## src/rtl/mul_pkg.sv

```systemverilog
package mul_pkg;

    typedef enum logic {
        MODE_UNSIGNED = 1'b0,
        MODE_TWOS     = 1'b1
    } mul_mode_e;

    // Counter width needed to hold the iteration count w.
    function automatic int cnt_bits(input int w);
        return $clog2(w) + 1;
    endfunction

endpackage

```

## src/rtl/mul_step_ctrl.sv

```systemverilog
module mul_step_ctrl #(
    parameter int WIDTH = 16
) (
    input  logic clk,
    input  logic rst_n,
    input  logic start,
    output logic accept,
    output logic step,
    output logic last,
    output logic busy,
    output logic done
);
    localparam int CW = mul_pkg::cnt_bits(WIDTH);

    typedef struct packed {
        logic          busy;
        logic          done;
        logic [CW-1:0] cnt;
    } ctrl_t;

    ctrl_t st_d, st_q;

    always_comb begin
        st_d      = st_q;
        st_d.done = 1'b0;
        accept    = start && !st_q.busy;
        step      = st_q.busy;
        last      = st_q.busy && (st_q.cnt == CW'(1));
        if (accept) begin
            st_d.busy = 1'b1;
            st_d.cnt  = CW'(WIDTH);
        end else if (st_q.busy) begin
            st_d.cnt = st_q.cnt - CW'(1);
            if (last) begin
                st_d.busy = 1'b0;
                st_d.done = 1'b1;
            end
        end
    end

    always_ff @(posedge clk) begin
        if (!rst_n) st_q <= '0;
        else        st_q <= st_d;
    end

    assign busy = st_q.busy;
    assign done = st_q.done;


    done_pulse_chk: assert property (@(posedge clk) disable iff (!rst_n)
        done |=> !done);

    done_busy_excl_chk: assert property (@(posedge clk) disable iff (!rst_n)
        !(done && busy));

    busy_hold_chk: assert property (@(posedge clk) disable iff (!rst_n)
        (busy && !last) |=> busy);

    cnt_live_chk: assert property (@(posedge clk) disable iff (!rst_n)
        busy |-> (st_q.cnt != '0));

endmodule

```

## src/rtl/mul_addsub.sv

```systemverilog
module mul_addsub #(
    parameter int WIDTH = 16
) (
    input  logic             sgn,
    input  logic             use_add,
    input  logic             negate,
    input  logic [WIDTH-1:0] acc,
    input  logic [WIDTH-1:0] addend,
    output logic [WIDTH:0]   sum
);
    logic [WIDTH-1:0] sel;
    logic [WIDTH:0]   acc_x, add_x;

    always_comb begin
        sel   = use_add ? addend : '0;
        acc_x = {sgn & acc[WIDTH-1], acc};
        add_x = {sgn & sel[WIDTH-1], sel};
        sum   = negate ? (acc_x - add_x) : (acc_x + add_x);
    end

endmodule

```

## src/rtl/mul_pp_reg.sv

```systemverilog
module mul_pp_reg #(
    parameter int WIDTH = 16
) (
    input  logic               clk,
    input  logic               rst_n,
    input  logic               load,
    input  logic               step,
    input  logic               last,
    input  logic               sgn_in,
    input  logic [WIDTH-1:0]   x_in,
    input  logic [WIDTH-1:0]   y_in,
    output logic [2*WIDTH-1:0] pp
);
    localparam int PW = 2 * WIDTH;

    typedef struct packed {
        logic             sgn;
        logic [WIDTH-1:0] mcand;
        logic [PW-1:0]    pp;
    } dp_t;

    dp_t dp_d, dp_q;
    logic [WIDTH:0] sum;

    mul_addsub #(.WIDTH(WIDTH)) addsub_i (
        .sgn     (dp_q.sgn),
        .use_add (dp_q.pp[0]),
        .negate  (dp_q.sgn && last),
        .acc     (dp_q.pp[PW-1:WIDTH]),
        .addend  (dp_q.mcand),
        .sum     (sum)
    );

    always_comb begin
        dp_d = dp_q;
        if (load) begin
            dp_d.sgn   = sgn_in;
            dp_d.mcand = x_in;
            dp_d.pp    = {{WIDTH{1'b0}}, y_in};
        end else if (step) begin
            dp_d.pp = {sum, dp_q.pp[WIDTH-1:1]};
        end
    end

    always_ff @(posedge clk) begin
        if (!rst_n) dp_q <= '0;
        else        dp_q <= dp_d;
    end

    assign pp = dp_q.pp;


    mcand_frozen_chk: assert property (@(posedge clk) disable iff (!rst_n)
        step |=> $stable(dp_q.mcand) && $stable(dp_q.sgn));

    load_step_excl_chk: assert property (@(posedge clk) disable iff (!rst_n)
        !(load && step));

endmodule

```

## src/rtl/seq_shift_add_mul.sv

```systemverilog
module seq_shift_add_mul #(
    parameter int WIDTH = 16
) (
    input  logic               clk,
    input  logic               rst_n,
    input  logic               start,
    input  logic               sgn_mode,
    input  logic [WIDTH-1:0]   mcand,
    input  logic [WIDTH-1:0]   mplier,
    output logic               busy,
    output logic               done,
    output logic [2*WIDTH-1:0] product
);
    logic accept, step, last;

    mul_step_ctrl #(.WIDTH(WIDTH)) ctrl_i (
        .clk    (clk),
        .rst_n  (rst_n),
        .start  (start),
        .accept (accept),
        .step   (step),
        .last   (last),
        .busy   (busy),
        .done   (done)
    );

    mul_pp_reg #(.WIDTH(WIDTH)) pp_i (
        .clk    (clk),
        .rst_n  (rst_n),
        .load   (accept),
        .step   (step),
        .last   (last),
        .sgn_in (sgn_mode),
        .x_in   (mcand),
        .y_in   (mplier),
        .pp     (product)
    );


    fall_gives_done_chk: assert property (@(posedge clk) disable iff (!rst_n)
        $fell(busy) |-> done);

    idle_hold_chk: assert property (@(posedge clk) disable iff (!rst_n)
        (!busy && !start) |=> $stable(product));

    start_rise_chk: assert property (@(posedge clk) disable iff (!rst_n)
        (start && !busy) |=> busy);

endmodule

```

## config.mk

```make
export PLATFORM = sky130hd
export DESIGN_NAME = seq_shift_add_mul
export DESIGN_NICKNAME = d
export VERILOG_FILES = /design/src/rtl/mul_pkg.sv /design/src/rtl/mul_step_ctrl.sv /design/src/rtl/mul_addsub.sv /design/src/rtl/mul_pp_reg.sv /design/src/rtl/seq_shift_add_mul.sv
export SDC_FILE = /design/constraint.sdc
export NUM_CORES = 1
export LEC_CHECK = 0
export BUFFER_PORTS_ARGS = -buffer_cell sky130_fd_sc_hd__buf_4
export CAP_MARGIN = 20
export CORE_MARGIN = 1
export CORE_UTILIZATION = 45
export DETAILED_ROUTE_END_ITERATION = 10
export PLACE_DENSITY = 0.67
export SYNTH_ARGS = -nofsm -noshare
export SYNTH_HDL_FRONTEND = slang
export SYNTH_SLANG_ARGS = --single-unit
```

## constraint.sdc

```tcl
create_clock -name clk -period 9.75 [get_ports clk]
set_input_delay 0 -clock clk [delete_from_list [all_inputs] [get_ports clk]]
set_output_delay 0 -clock clk [all_outputs]
set_load 0.01 [all_outputs]
```

* Word level (Yosys, flattened, before mapping)
Cells that the tools add are included.
Word-level totals: register bits 56, bits of input ports 36, output and inout port bits 34, logic and storage cells 31
Operators by class: add/sub/neg operators 3, equal/unequal tests 1, bitwise gates (word level) 4, reduce and logical (&&, ||, !) cells 7, multiplexer cells 8
Operators with widths (number):
- two-way mux 16 bit | 3
- adder 17 bit | 1
- two-way mux 17 bit | 1
- subtractor 17 bit | 1
- two-way mux 7 bit | 1
- == test 5 x 1 -> 1 bit (second input constant) | 1
- two-way mux 5 bit | 1
- subtractor 5 x 1 -> 5 bit (second input constant) | 1
- logical AND 1 bit | 3
- OR reduction 3 bit | 1
- bitwise AND 1 bit | 2
- two-way mux 2 bit | 1
- NOT 1 bit | 2
- nonzero test 2 bit | 1
- OR reduction 2 bit | 1
- zero test 1 bit | 1
- two-way mux 1 bit | 1

* Depth between registers and ports, before layout
Gate-level depths: netlist of the first run.
word-level depth 6, mapped depth 18

* By module
A second synthesis of the first run with hierarchy kept.
Unflattened totals: cells, all modules 431, area total of the unflattened synthesis 3911.3 um^2
By module, submodules not included:
- mul_pp_reg | times used 1, cells each 212, sequential area each 980.9 um^2, area an instance 2332.2 um^2
- mul_addsub | times used 1, cells each 181, sequential area each 0.0 um^2, area an instance 1234.9 um^2
- mul_step_ctrl | times used 1, cells each 38, sequential area each 140.1 um^2, area an instance 344.1 um^2

* Worst setup path before layout of the first run
Ideal clock, no wire load.
path type register -> register, from register pp_i.dp_q, in the netlist pp_i.pp[0], to register pp_i.dp_q, in the netlist pp_i.pp[29], period minus slack after synthesis 3.200 ns, path buffers 2, slack 6.550 ns, arrival time 3.078 ns, data required time 9.628 ns, cell stages (with the launch flop) 17, setup time 0.122 ns, cell sequence dfxtp_1 -> buf_2 -> clkbuf_1 -> nand2_1 -> ha_1 -> nor2_1 -> nor2_1 -> a31oi_1 -> o21ai_0 -> ha_1 -> a21oi_1 -> nor2b_1 -> o31ai_1 -> nand3b_1 -> a41oi_1 -> nor3_1 -> a221o_1
Between the ends: cells in the longest elaborated chain, start to end 3
Ends and longest elaborated chain:
- from (decl) | line mul_pp_reg.sv:22 | dp_t dp_d, dp_q;
- from (signal assigned) | line mul_pp_reg.sv:47 | else dp_q <= dp_d;
- two-way mux 16 bit * | line mul_addsub.sv:15 | sel = use_add ? addend : '0;
- adder 17 bit or subtractor 17 bit (tied branches) | line mul_addsub.sv:18 | sum = negate ? (acc_x - add_x) : (acc_x + add_x);
- two-way mux 17 bit * | line mul_addsub.sv:18
Every way passes the cells marked *; elsewhere a longest branch is shown, timed or not. A chain may end at the register's enable or synchronous reset.

* Worst setup path in the final report of the first run
Same ends and word-level chain as after synthesis.

==> summary.txt, run 1 <==
Critical path
  – Critical path capture point type: flop
  – WP data arrival: 4020 ps
  – Crit Path Max Fanout: 28
  – Buf/Inv on CP: 0
  – Crit path largest cell delay: 920 ps
  – Max stage delay cell, worst path: dfxtp_1
  – Path type of the worst setup path: flop to flop
  – Startpoint Class: flop
  – Required time worst endpoint: 9960 ps
  – Cell family with the largest share of critical-path delay: compound AO/OA/AOI/OAI gates
  – Cell Chain, Critical Path: nand2_1 > ha_1 > nor2_1 > nor2_1 > a31oi_1 > o21ai_0 > ha_1 > a21oi_1 > nor2b_1 > o31ai_1 > nand3b_1 > a41oi_1 > nor3_1 > a221o_1

Global route
  – Vias in the first global route: 3,198
  – Largest net degree at the start of global routing: 73
  – Total GRT Usage: 21.6%
  – GRT Residual Overflow: 0
  – Antenna violations before repair: 0
  – Global-route wire length before repair: 14.8 mm

Floorplan
  – Ports: 70
  – Die W: 90.9 µm
  – Initial Utilization: 46.3%
  – Die footprint: 0.00826 mm²
  – Core area: 0.00769 mm²
  – FP Rows: 32
  – Chip height: 90.9 µm

STA
  – Period minus WS final: 3810 ps
  – Max Slew Vio Count: 0
  – Setup ws final: 5940 ps
  – Final TNS setup: 0 ps
  – Crit share post-route: 39.0%
  – Final Setup Violations: 0
  – Final hold violation count: 0
  – Worst Tran Pin Value: 888 ps
  – Hold_ws: 49.4 ps
  – Max frequency: 263 MHz
  – Worst slew margin: 40.7%
  – RSZ-0062 raised after global routing: no
  – Clock Skew: 12.3 ps

Clocking
  – CTS Root Cell: clkbuf_8
  – Cts repair resizes: 0
  – Setup bufs post-CTS: 0
  – CTS clock-pin slew for the worst setup and hold paths: 110 ps
  – Cts hold-fix bufs: 17
  – Cts bufs inserted: 5
  – CTS tree: built
  – Clock buffer depth: 2
  – Htree depth: 2
  – CTS Sinks: 56
  – Worst-skew pair later-pin latency: 310 ps

Placed design
  – Hpwl dp: 6.06 mm
  – # port buffers: 69
  – Dpl ws: 5960 ps
  – Routability congestion estimate: 0.836
  – DP Area: 0.00410 mm²

Worst hold path
  – HP Class: input pin to flop

Routing
  – Wire length per cell: 13.6 µm
  – First-pass DRT Iterations: 4
  – Routed WL: 8.53 mm
  – Post-DRT Antenna Nets: 0
  – DR vias: 3,372
  – Detailed router's first-iteration violation count: 160
  – Vias per std cell: 5.40
  – Post-route DRC: 0

Synth
  – Sequential fraction of the synthesis area: 31.5%
  – Synth area leaders: dfxtp_1 (32%), nand2_1 (8.9%), ha_1 (6.7%), mux2i_1 (5.6%), o21ai_0 (4.6%)
  – Mapped Area: 0.00356 mm²
  – Most common flop cell mapped by yosys: dfxtp_1
  – Top cell type's share of synthesized area: 31.5%
  – Post-synth EDFFs: 0
  – Cell count after synthesis: 454
  – Post-synth top area cell: dfxtp_1
  – Post-synthesis area per instance: 7.83 µm²
  – Most common library cells after synthesis: nand2_1 (84), dfxtp_1 (56), o21ai_0 (33)
  – Ys Warns: 0
  – Yosys reg bits: 56
  – Number of library cell types mapped by synthesis: 54
  – Synthesized net count: 510
  – Most frequent cell after synthesis: nand2_1
  – Ys async rst share: 0%

Power and ir drop
  – Power per Cell Area: 190 mW/mm²
  – Maximum vdd drop: 0.101 mV
  – Tot Pwr: 841 µW
  – Leak pwr: 0.00191 µW

Layout
  – Nets: 578
  – Layout fillers: 742
  – Post-route cell area: 0.00442 mm²
  – Share of layout cells above drive strength 1: 16.4%
  – Diodes inserted: 0
  – Syn-to-layout area delta: 24.2%

Flow run
  – Max-cap violation count: 0

Run status
  – Outcome: finished, final reports clean
## per-layer routing
metal  vias to the layer above  routed length (µm)  global-route usage, %
li1                       1728                   -                      -
met1                      1535                4270                   30.7
met2                       100                3740                   34.2
met3                         9                 423                   3.37
met4                         0                 101                   5.03
met5                         -                   0                      0
## stage by stage
step           cells  utilization, %
2_1_floorplan    454               -
3_3_place_gp     599            53.4
3_5_place_dp     599            53.4
4_1_cts          624            57.4
5_1_grt          625            57.5
6_report         625            57.5
## cell families after synthesis
family,after synthesis,share of synthesized area (%)
simple gates,179,23.9
flops,56,31.5
xor+xnor,20,4.93
buf+inv,38,4.19
compound gates,120,22.2
mux,21,5.95
fa+ha+maj,20,7.25
## registers in the layout, summed over array words and instances (netlist names)
| register | cells |
|---|---|
| ctrl_i.done | 1 |
| pp_i.dp_q | 17 |
| pp_i.pp | 32 |
| ctrl_i.st_q | 5 |
| ctrl_i.busy | 1 |
## path summary, 6_finish.rpt
path / start / depth (start not counted) / to / slack [ps]
setup reg to reg: pp_i.pp[0] / 14 / pp_i.pp[29] / 5940
hold / removal: mplier[15] / 3 / pp_i.pp[15] / 50
hold reg to reg: pp_i.pp[28] / 2 / pp_i.pp[28] / 490
setup / recovery: pp_i.pp[0] / 14 / pp_i.pp[29] / 5940
## report_power, final
group	total [µW]	internal, µW	switching, µW
registers	284	255	28.6
clock network	185	104	81.0
logic	372	173	199
total	841	532	309
## layout by cell type (no fill, tap or decap), types with 2 or more instances in the layout
| cell | instances |
|---|---|
| o211ai_1 | 2 |
| and2_1 | 16 |
| ha_1 | 19 |
| a41oi_1 | 3 |
| nor3b_1 | 6 |
| and3_1 | 5 |
| or3_1 | 5 |
| nand2_1 | 84 |
| o31a_1 | 2 |
| inv_1 | 11 |
| nand2b_1 | 7 |
| o211a_1 | 2 |
| a211oi_1 | 4 |
| o31ai_1 | 6 |
| dfxtp_1 | 55 |
| a21o_1 | 6 |
| a31oi_1 | 3 |
| nand4_1 | 4 |
| bufinv_16 | 2 |
| nand3b_1 | 2 |
| a21boi_0 | 17 |
| nor2_1 | 28 |
| o21ai_1 | 2 |
| o21ai_0 | 33 |
| o22ai_1 | 3 |
| xnor2_1 | 12 |
| xor2_1 | 8 |
| nor2b_1 | 5 |
| dlygate4sd3_1 | 17 |
| mux2i_1 | 20 |
| buf_4 | 71 |
| a21oi_1 | 24 |
| clkbuf_8 | 5 |
| and3b_1 | 2 |
| nand3_1 | 7 |
| nor3_1 | 5 |
## final cells by class
cell class | instances | area [µm²] | share of cell area, %
inverter | 11 | 41.3 | 0.935
clock inverter | 3 | 68.8 | 1.56
sequential | 56 | 1120 | 25.4
multi-input combinational | 360 | 2290 | 51.7
clock buffer | 5 | 68.8 | 1.56
tap | 102 | 128 | 2.89
timing repair buffer | 88 | 703 | 15.9
## worst min-delay path: stages
cell	delay [ps]
buf_4	80
mux2_2	130
o211a_1	120
No activity file was read; power rests on OpenSTA's default activity.
==> inputs of run 2 (changes only) <==
--- a/config.mk
+++ b/config.mk
@@ -10,7 +10,7 @@
 export CORE_MARGIN = 1
 export CORE_UTILIZATION = 45
 export DETAILED_ROUTE_END_ITERATION = 10
-export PLACE_DENSITY = 0.67
+export PLACE_DENSITY = 0.7
 export SYNTH_ARGS = -nofsm -noshare
 export SYNTH_HDL_FRONTEND = slang
 export SYNTH_SLANG_ARGS = --single-unit
==> constraint.sdc (replaced) <==
create_clock -name clk -period 3.5 [get_ports clk]
set_input_delay 0 -clock clk [delete_from_list [all_inputs] [get_ports clk]]
set_output_delay 0 -clock clk [all_outputs]
set_load 0.01 [all_outputs]
==> run 2 against run 1 <==
Effect of this change:
- via count rose by 0.12%
- final cell count up 1.3%
- sequential power rose to 2.8 times the previous value
- global-route usage down 0.82 points
- first-iteration DRC count fell by 5.6%
- register-to-register slack got worse by 5800 ps
- die area is the same
- critical path depth decreased by 1
- final area is 0.82% higher
- wire length decreased by 1.3%
- combinational power increased to 3.0 times the previous value
==> summary.txt, run 2 (synthesis results as in run 1) <==
Clocking
  – CTS clock-pin slew for the worst setup and hold paths: 100 ps (was 110 ps)
  – CTS Root Cell: clkbuf_8 (unchanged)
  – Worst-skew pair later-pin latency: 310 ps (about the same)
  – CTS tree: built (unchanged)
  – Htree depth: 2 (unchanged)
  – Clock buffer depth: 2 (unchanged)
  – CTS Sinks: 56 (unchanged)
  – Cts bufs inserted: 5 (unchanged)
  – Setup bufs post-CTS: 0 (unchanged)

Critical path
  – Critical path capture point type: flop (unchanged)
  – Max stage delay cell, worst path: or3_1 (was dfxtp_1)
  – R2r setup slk: 180 ps (was 5940 ps)
  – Reg-to-Reg End: pp_i.pp[31] (was pp_i.pp[29])
  – Cell Chain, Critical Path: or3_1 > or3_1 > or3_1 > o21ai_1 > xnor2_1 > nand2_1 > ha_2 > a21oi_2 > o21ai_0 > a21o_1 > a211oi_2 > xnor2_1 > a211oi_2 (was nand2_1 > ha_1 > nor2_1 > nor2_1 > a31oi_1 > o21ai_0 > ha_1 > a21oi_1 > nor2b_1 > o31ai_1 > nand3b_1 > a41oi_1 > nor3_1 > a221o_1)
  – Crit path largest cell delay: 410 ps (was 920 ps)
  – Crit Path Max Fanout: 6 (was 28)
  – Startpoint Class: flop (unchanged)
  – Cell family with the largest share of critical-path delay: simple AND/OR/NAND/NOR gates (was compound AO/OA/AOI/OAI gates)
  – Crit-path most repeated cell: or3_1
  – Reg2Reg Launch Point: pp_i.dp_q[35] (was pp_i.pp[0])
  – Path type of the worst setup path: flop to flop (unchanged)
  – Buf/Inv on CP: 0 (unchanged)
  – WP data arrival: 3560 ps (was 4020 ps)
  – Required time worst endpoint: 3740 ps (was 9960 ps)
  – Worst reg2reg path depth: 13 (was 14)

Layout
  – Core Util, Final: 57.9% (was 57.5%)
  – Diodes inserted: 0 (unchanged)
  – Max reg flops: 32 (unchanged)
  – Commonest non-fill, non-tap cell in the layout: nand2_1 (unchanged)
  – Post-route cell area: 0.00445 mm² (was 0.00442 mm²)
  – Syn-to-layout area delta: 25.3% (was 24.2%)
  – Most frequent cells in the layout: nand2_1 (84), buf_4 (79), dfxtp_1 (55), o21ai_0 (31), nor2_1 (27) (was nand2_1 (84), buf_4 (71), dfxtp_1 (55), o21ai_0 (33), nor2_1 (28))
  – Non-Filler Instances: 633 (was 625)
  – Share of layout cells above drive strength 1: 18.6% (was 16.4%)
  – Nets: 586 (was 578)

STA
  – Worst Tran Pin Value: 638 ps (was 888 ps)
  – Hold_ws: 44.0 ps (was 49.4 ps)
  – Final TNS setup: 0 ps (unchanged)
  – Final hold violation count: 0 (unchanged)
  – Period minus WS final: 3320 ps (was 3810 ps)
  – Crit share post-route: 94.9% (was 39.0%)
  – Clock Skew: 5.65 ps (was 12.3 ps)
  – Max Slew Vio Count: 0 (unchanged)
  – Worst slew margin: 57.5% (was 40.7%)
  – Final Setup Violations: 0 (unchanged)
  – Max frequency: 301 MHz (was 263 MHz)

Global route
  – GRT Residual Overflow: 0 (unchanged)
  – Global-route wire length before repair: 14.4 mm (was 14.8 mm)
  – Antenna violations before repair: 0 (unchanged)
  – Largest net degree at the start of global routing: 72 (was 73)
  – Vias in the first global route: 3,144 (was 3,198)
  – Total GRT Usage: 20.8% (was 21.6%)

Floorplan
  – Die footprint: 0.00826 mm² (unchanged)
  – FP Rows: 32 (unchanged)
  – Initial Utilization: 46.3% (unchanged)
  – Chip height: 90.9 µm (unchanged)
  – Ports: 70 (unchanged)
  – Die W: 90.9 µm (unchanged)
  – Core area: 0.00769 mm² (unchanged)

Routing
  – Post-DRT Antenna Nets: 0 (unchanged)
  – DR vias: 3,376 (was 3,372)
  – DR WL met3: 372 µm (was 423 µm)
  – Metal-1 WL: 4.17 mm (was 4.27 mm)
  – First-pass DRT Iterations: 4 (unchanged)
  – WL met2: 3.77 mm (was 3.74 mm)
  – Detailed router's first-iteration violation count: 151 (was 160)
  – Vias per std cell: 5.33 (was 5.40)
  – Routed WL: 8.42 mm (was 8.53 mm)
  – Post-route DRC: 0 (unchanged)
  – Wire length per cell: 13.3 µm (was 13.6 µm)
  – Highest routed layer: met4 (unchanged)

Power and ir drop
  – Power per Cell Area: 507 mW/mm² (was 190 mW/mm²)
  – Maximum vdd drop: 0.227 mV (was 0.101 mV)
  – Leak pwr: 0.00192 µW (was 0.00191 µW)

Flow run
  – Max-cap violation count: 0 (unchanged)

Worst hold path
  – Hold path depth: 3 (unchanged)
  – HP Class: input pin to flop (unchanged)
  – HP Start: mplier[15] (unchanged)
  – Worst Hold End: pp_i.pp[15] (unchanged)

Placed design
  – Hpwl dp: 6.15 mm (was 6.06 mm)
  – DP Area: 0.00416 mm² (was 0.00410 mm²)
  – Routability congestion estimate: 0.884 (was 0.836)
  – # port buffers: 69 (unchanged)
  – Placed cells: 607 (was 599)

Run status
  – Outcome: finished, final reports clean (unchanged)
-- run 2: cell types whose count changed in the layout (fill, tap and decap cells not counted), sizes merged --
cell    change
clkinv      +1
inv         -1
buf         +8
clkbuf      +2
bufinv      -2
-- run 2: worst reg2reg max path, stage by stage, from the launching register on --
cell	delay [ps]
dfxtp_1	370
or3_1	370
or3_1	380
or3_1	410
o21ai_1	160
xnor2_1	130
nand2_1	70
ha_2	320
a21oi_2	160
o21ai_0	110
a21o_1	190
a211oi_2	240
xnor2_1	110
a211oi_2	230
-- run 2: worst max path at each step --
stage / end / slack, ps / startpoint / cells past startpoint
after floorplan: pp_i.pp[29] / 300 / pp_i.pp[0] / 16
after global placement: pp_i.pp[31] / 210 / pp_i.dp_q[35] / 13
after detailed placement: pp_i.pp[31] / 120 / pp_i.dp_q[35] / 13
after CTS: pp_i.pp[31] / 90 / pp_i.dp_q[35] / 13
after global routing: pp_i.pp[29] / -30 / pp_i.dp_q[35] / 14
final: pp_i.pp[31] / 180 / pp_i.dp_q[35] / 13
-- run 2: report_power, final --
| group | internal [µW] | switching [µW] | total, µW |
|---|---|---|---|
| Combinational | 524 | 593 | 1120 |
| Sequential | 712 | 76.1 | 788 |
| Clock | 144 | 211 | 355 |
-- run 2: per-stage QoR --
step | power [µW] | worst slack (ps)
finish | 2260 | 178
CTS | 2210 | 87.5
global route | 2440 | -26.1
detailed placement | 1840 | 124
floorplan | 1540 | 300
global placement | 1830 | 211
-- run 2: timing repair --
action                                 in CTS  in global routing
setup endpoints to repair                   0                  7
endpoints found under the hold margin      17                  0
resized for setup                           0                  9
hold buffers                               17                  0
-- run 2: routing by layer --
| metal | global-route usage [%] | vias to the layer above |
|---|---|---|
| met5 | 0 | - |
| met4 | 4.89 | 0 |
| met3 | 2.86 | 13 |
| met2 | 33.5 | 82 |
| met1 | 29.3 | 1538 |
| li1 | - | 1743 |
-- run 2: area by class of cell --
class,count,area [µm²]
Clock buffer,7,76.3
Clock inverter,1,8.76
Fill cell,726,3230
Inverter,11,41.3
Multi-Input combinational cell,360,2310
Sequential cell,56,1120
Tap cell,102,128
Timing Repair Buffer,96,763
==> inputs of run 3 (changes only) <==
--- a/config.mk
+++ b/config.mk
@@ -8,9 +8,9 @@
 export BUFFER_PORTS_ARGS = -buffer_cell sky130_fd_sc_hd__buf_4
 export CAP_MARGIN = 20
 export CORE_MARGIN = 1
-export CORE_UTILIZATION = 45
+export CORE_UTILIZATION = 50
 export DETAILED_ROUTE_END_ITERATION = 10
-export PLACE_DENSITY = 0.7
+export PLACE_DENSITY = 0.73
 export SYNTH_ARGS = -nofsm -noshare
 export SYNTH_HDL_FRONTEND = slang
 export SYNTH_SLANG_ARGS = --single-unit
==> constraint.sdc (replaced) <==
create_clock -name clk -period 4.3 [get_ports clk]
set_input_delay 0 -clock clk [delete_from_list [all_inputs] [get_ports clk]]
set_output_delay 0 -clock clk [all_outputs]
set_load 0.01 [all_outputs]
==> run 3 against run 2 <==
Effect of this change:
- sequential share of layout area increased by 0.39 points
- fmax decreased by 8.8%
- final cell count shrank 2.2%
- clock power decreased by 5%
- combinational power is 23% lower
- critical endpoint is now pp_i.pp[29]
- largest power group unchanged
- highest routed layer unchanged
==> summary.txt, run 3 (synthesis results as in run 1) <==
Run status
  – Outcome: finished, final reports clean (unchanged)

Routing
  – Wire length per cell: 14.2 µm (was 13.3 µm)
  – Routed WL: 8.79 mm (was 8.42 mm)
  – Vias per std cell: 5.55 (was 5.33)
  – Detailed router's first-iteration violation count: 161 (was 151)
  – Post-DRT Antenna Nets: 0 (unchanged)
  – DR vias: 3,435 (was 3,376)
  – First-pass DRT Iterations: 4 (unchanged)
  – Post-route DRC: 0 (unchanged)

Clocking
  – Worst-skew pair later-pin latency: 320 ps (was 310 ps)
  – CTS Sinks: 56 (unchanged)
  – Htree depth: 2 (unchanged)
  – Clock buffer depth: 2 (unchanged)
  – CTS tree: built (unchanged)
  – CTS clock-pin slew for the worst setup and hold paths: 90 ps (was 100 ps)
  – Cts repair resizes: 0 (unchanged)
  – CTS Root Cell: clkbuf_8 (unchanged)
  – Cts bufs inserted: 5 (unchanged)
  – Setup bufs post-CTS: 0 (unchanged)

Placed design
  – Routability congestion estimate: 0.821 (was 0.884)
  – # port buffers: 69 (unchanged)
  – DP Area: 0.00411 mm² (was 0.00416 mm²)
  – Hpwl dp: 6.10 mm (was 6.15 mm)

Global route
  – Global-route wire length before repair: 14.8 mm (was 14.4 mm)
  – Total GRT Usage: 24.7% (was 20.8%)
  – Antenna violations before repair: 0 (unchanged)
  – Largest net degree at the start of global routing: 72 (unchanged)
  – GRT Residual Overflow: 0 (unchanged)
  – Vias in the first global route: 3,257 (was 3,144)

Power and ir drop
  – Leak pwr: 0.00190 µW (was 0.00192 µW)
  – Maximum vdd drop: 0.196 mV (was 0.227 mV)
  – Tot Pwr: 1850 µW (was 2260 µW)
  – Power per Cell Area: 421 mW/mm² (was 507 mW/mm²)

Layout
  – Share of layout cells above drive strength 1: 16.4% (was 18.6%)
  – Most frequent cells in the layout: nand2_1 (84), buf_4 (73), dfxtp_1 (55), o21ai_0 (33), nor2_1 (28) (was nand2_1 (84), buf_4 (79), dfxtp_1 (55), o21ai_0 (31), nor2_1 (27))
  – Commonest non-fill, non-tap cell in the layout: nand2_1 (unchanged)
  – Diodes inserted: 0 (unchanged)
  – Core Util, Final: 64.2% (was 57.9%)
  – Post-route cell area: 0.00439 mm² (was 0.00445 mm²)
  – Syn-to-layout area delta: 23.4% (was 25.3%)
  – Nets: 580 (was 586)
  – Max reg flops: 32 (unchanged)

STA
  – Final hold violation count: 0 (unchanged)
  – Clock Skew: 6.74 ps (was 5.65 ps)
  – Max frequency: 275 MHz (was 301 MHz)
  – Crit share post-route: 84.7% (was 94.9%)
  – Period minus WS final: 3640 ps (was 3320 ps)
  – Worst slew margin: 49.9% (was 57.5%)
  – Worst Tran Pin Value: 750 ps (was 638 ps)
  – Final TNS setup: 0 ps (unchanged)
  – Max Slew Vio Count: 0 (unchanged)
  – RSZ-0062 raised after global routing: no
  – Final Setup Violations: 0 (unchanged)

Critical path
  – Critical path capture point type: flop (unchanged)
  – Startpoint Class: flop (unchanged)
  – Path type of the worst setup path: flop to flop (unchanged)
  – WP data arrival: 3850 ps (was 3560 ps)
  – Worst reg2reg path depth: 15 (was 13)
  – Required time worst endpoint: 4500 ps (was 3740 ps)
  – Crit Path Max Fanout: 13 (was 6)

Floorplan
  – Core area: 0.00683 mm² (was 0.00769 mm²)
  – Die W: 86.3 µm (was 90.9 µm)
  – Die footprint: 0.00745 mm² (was 0.00826 mm²)
  – FP Rows: 30 (was 32)
  – Ports: 70 (unchanged)
  – Initial Utilization: 52.1% (was 46.3%)
  – Chip height: 86.3 µm (was 90.9 µm)

Worst hold path
  – Hold path depth: 3 (unchanged)
  – HP Class: input pin to flop (unchanged)

Flow run
  – Max-cap violation count: 0 (unchanged)
==> run 3: changes by cell type in the layout (fill, tap and decap cells not counted), sizes merged <==
cell / previous run / this run
bufinv: 0 / 1
clkinv: 1 / 0
buf: 79 / 73
clkbuf: 7 / 5
==> run 3: area by class of cell <==
cell class / instances / area (µm²)
clock buffer: 5 / 68.8
clock inverter: 1 / 30.0
fill: 633 / 2440
inverter: 11 / 41.3
multi-input combinational: 360 / 2290
sequential: 56 / 1120
tap: 96 / 120
timing repair buffer: 90 / 718
==> run 3: path summary, 6_finish.rpt <==
check | to | slack (ps) | start
worst max register to register | pp_i.pp[29] | 660 | ctrl_i.st_q[0]
worst min-delay path | pp_i.pp[15] | 40 | mplier[15]
worst max-delay path | pp_i.pp[29] | 660 | ctrl_i.st_q[0]
worst min register to register | ctrl_i.st_q[1] | 500 | ctrl_i.st_q[1]
==> run 3: power breakdown <==
group | switching (µW) | internal [µW]
clock | 171 | 168
sequential | 64.5 | 579
combinational | 471 | 396
total | 706 | 1140
==> run 3: timing repair <==
item | in CTS | in global routing
endpoints found under the hold margin | 17 | 0
endpoints found under the setup margin | 0 | 0
hold buffers | 17 | 0
==> run 3: metal layers <==
layer	share of wire, %	wire length, µm	vias up	track usage, %
met5	0	0	-	0
met4	2.3	201	0	9.55
met3	4.9	435	16	4.48
met2	48	4250	85	42.9
met1	44	3900	1609	30.5
li1	-	-	1725	-
==> run 3: critical path, cell delays in order (launching register included) <==
cell and delay, ps:
dfxtp_1 400, ha_1 180, nor3b_1 220, and2_1 470, nor2_1 130, nor2_1 150, a31oi_1 50, o21ai_0 110
ha_1 310, a21oi_1 160, nor2b_1 90, o31ai_1 450, nand3b_1 170, a41oi_1 290, nor3_1 80, a221o_1 280
==> run 3: through the flow <==
step	setup slack [ps]	instances	hold WS, ps
2_1_floorplan	1100	454	145
3_3_place_gp	892	595	260
3_5_place_dp	763	595	268
4_1_cts	699	618	33.7
5_1_grt	279	619	46.4
6_report	658	619	36.0
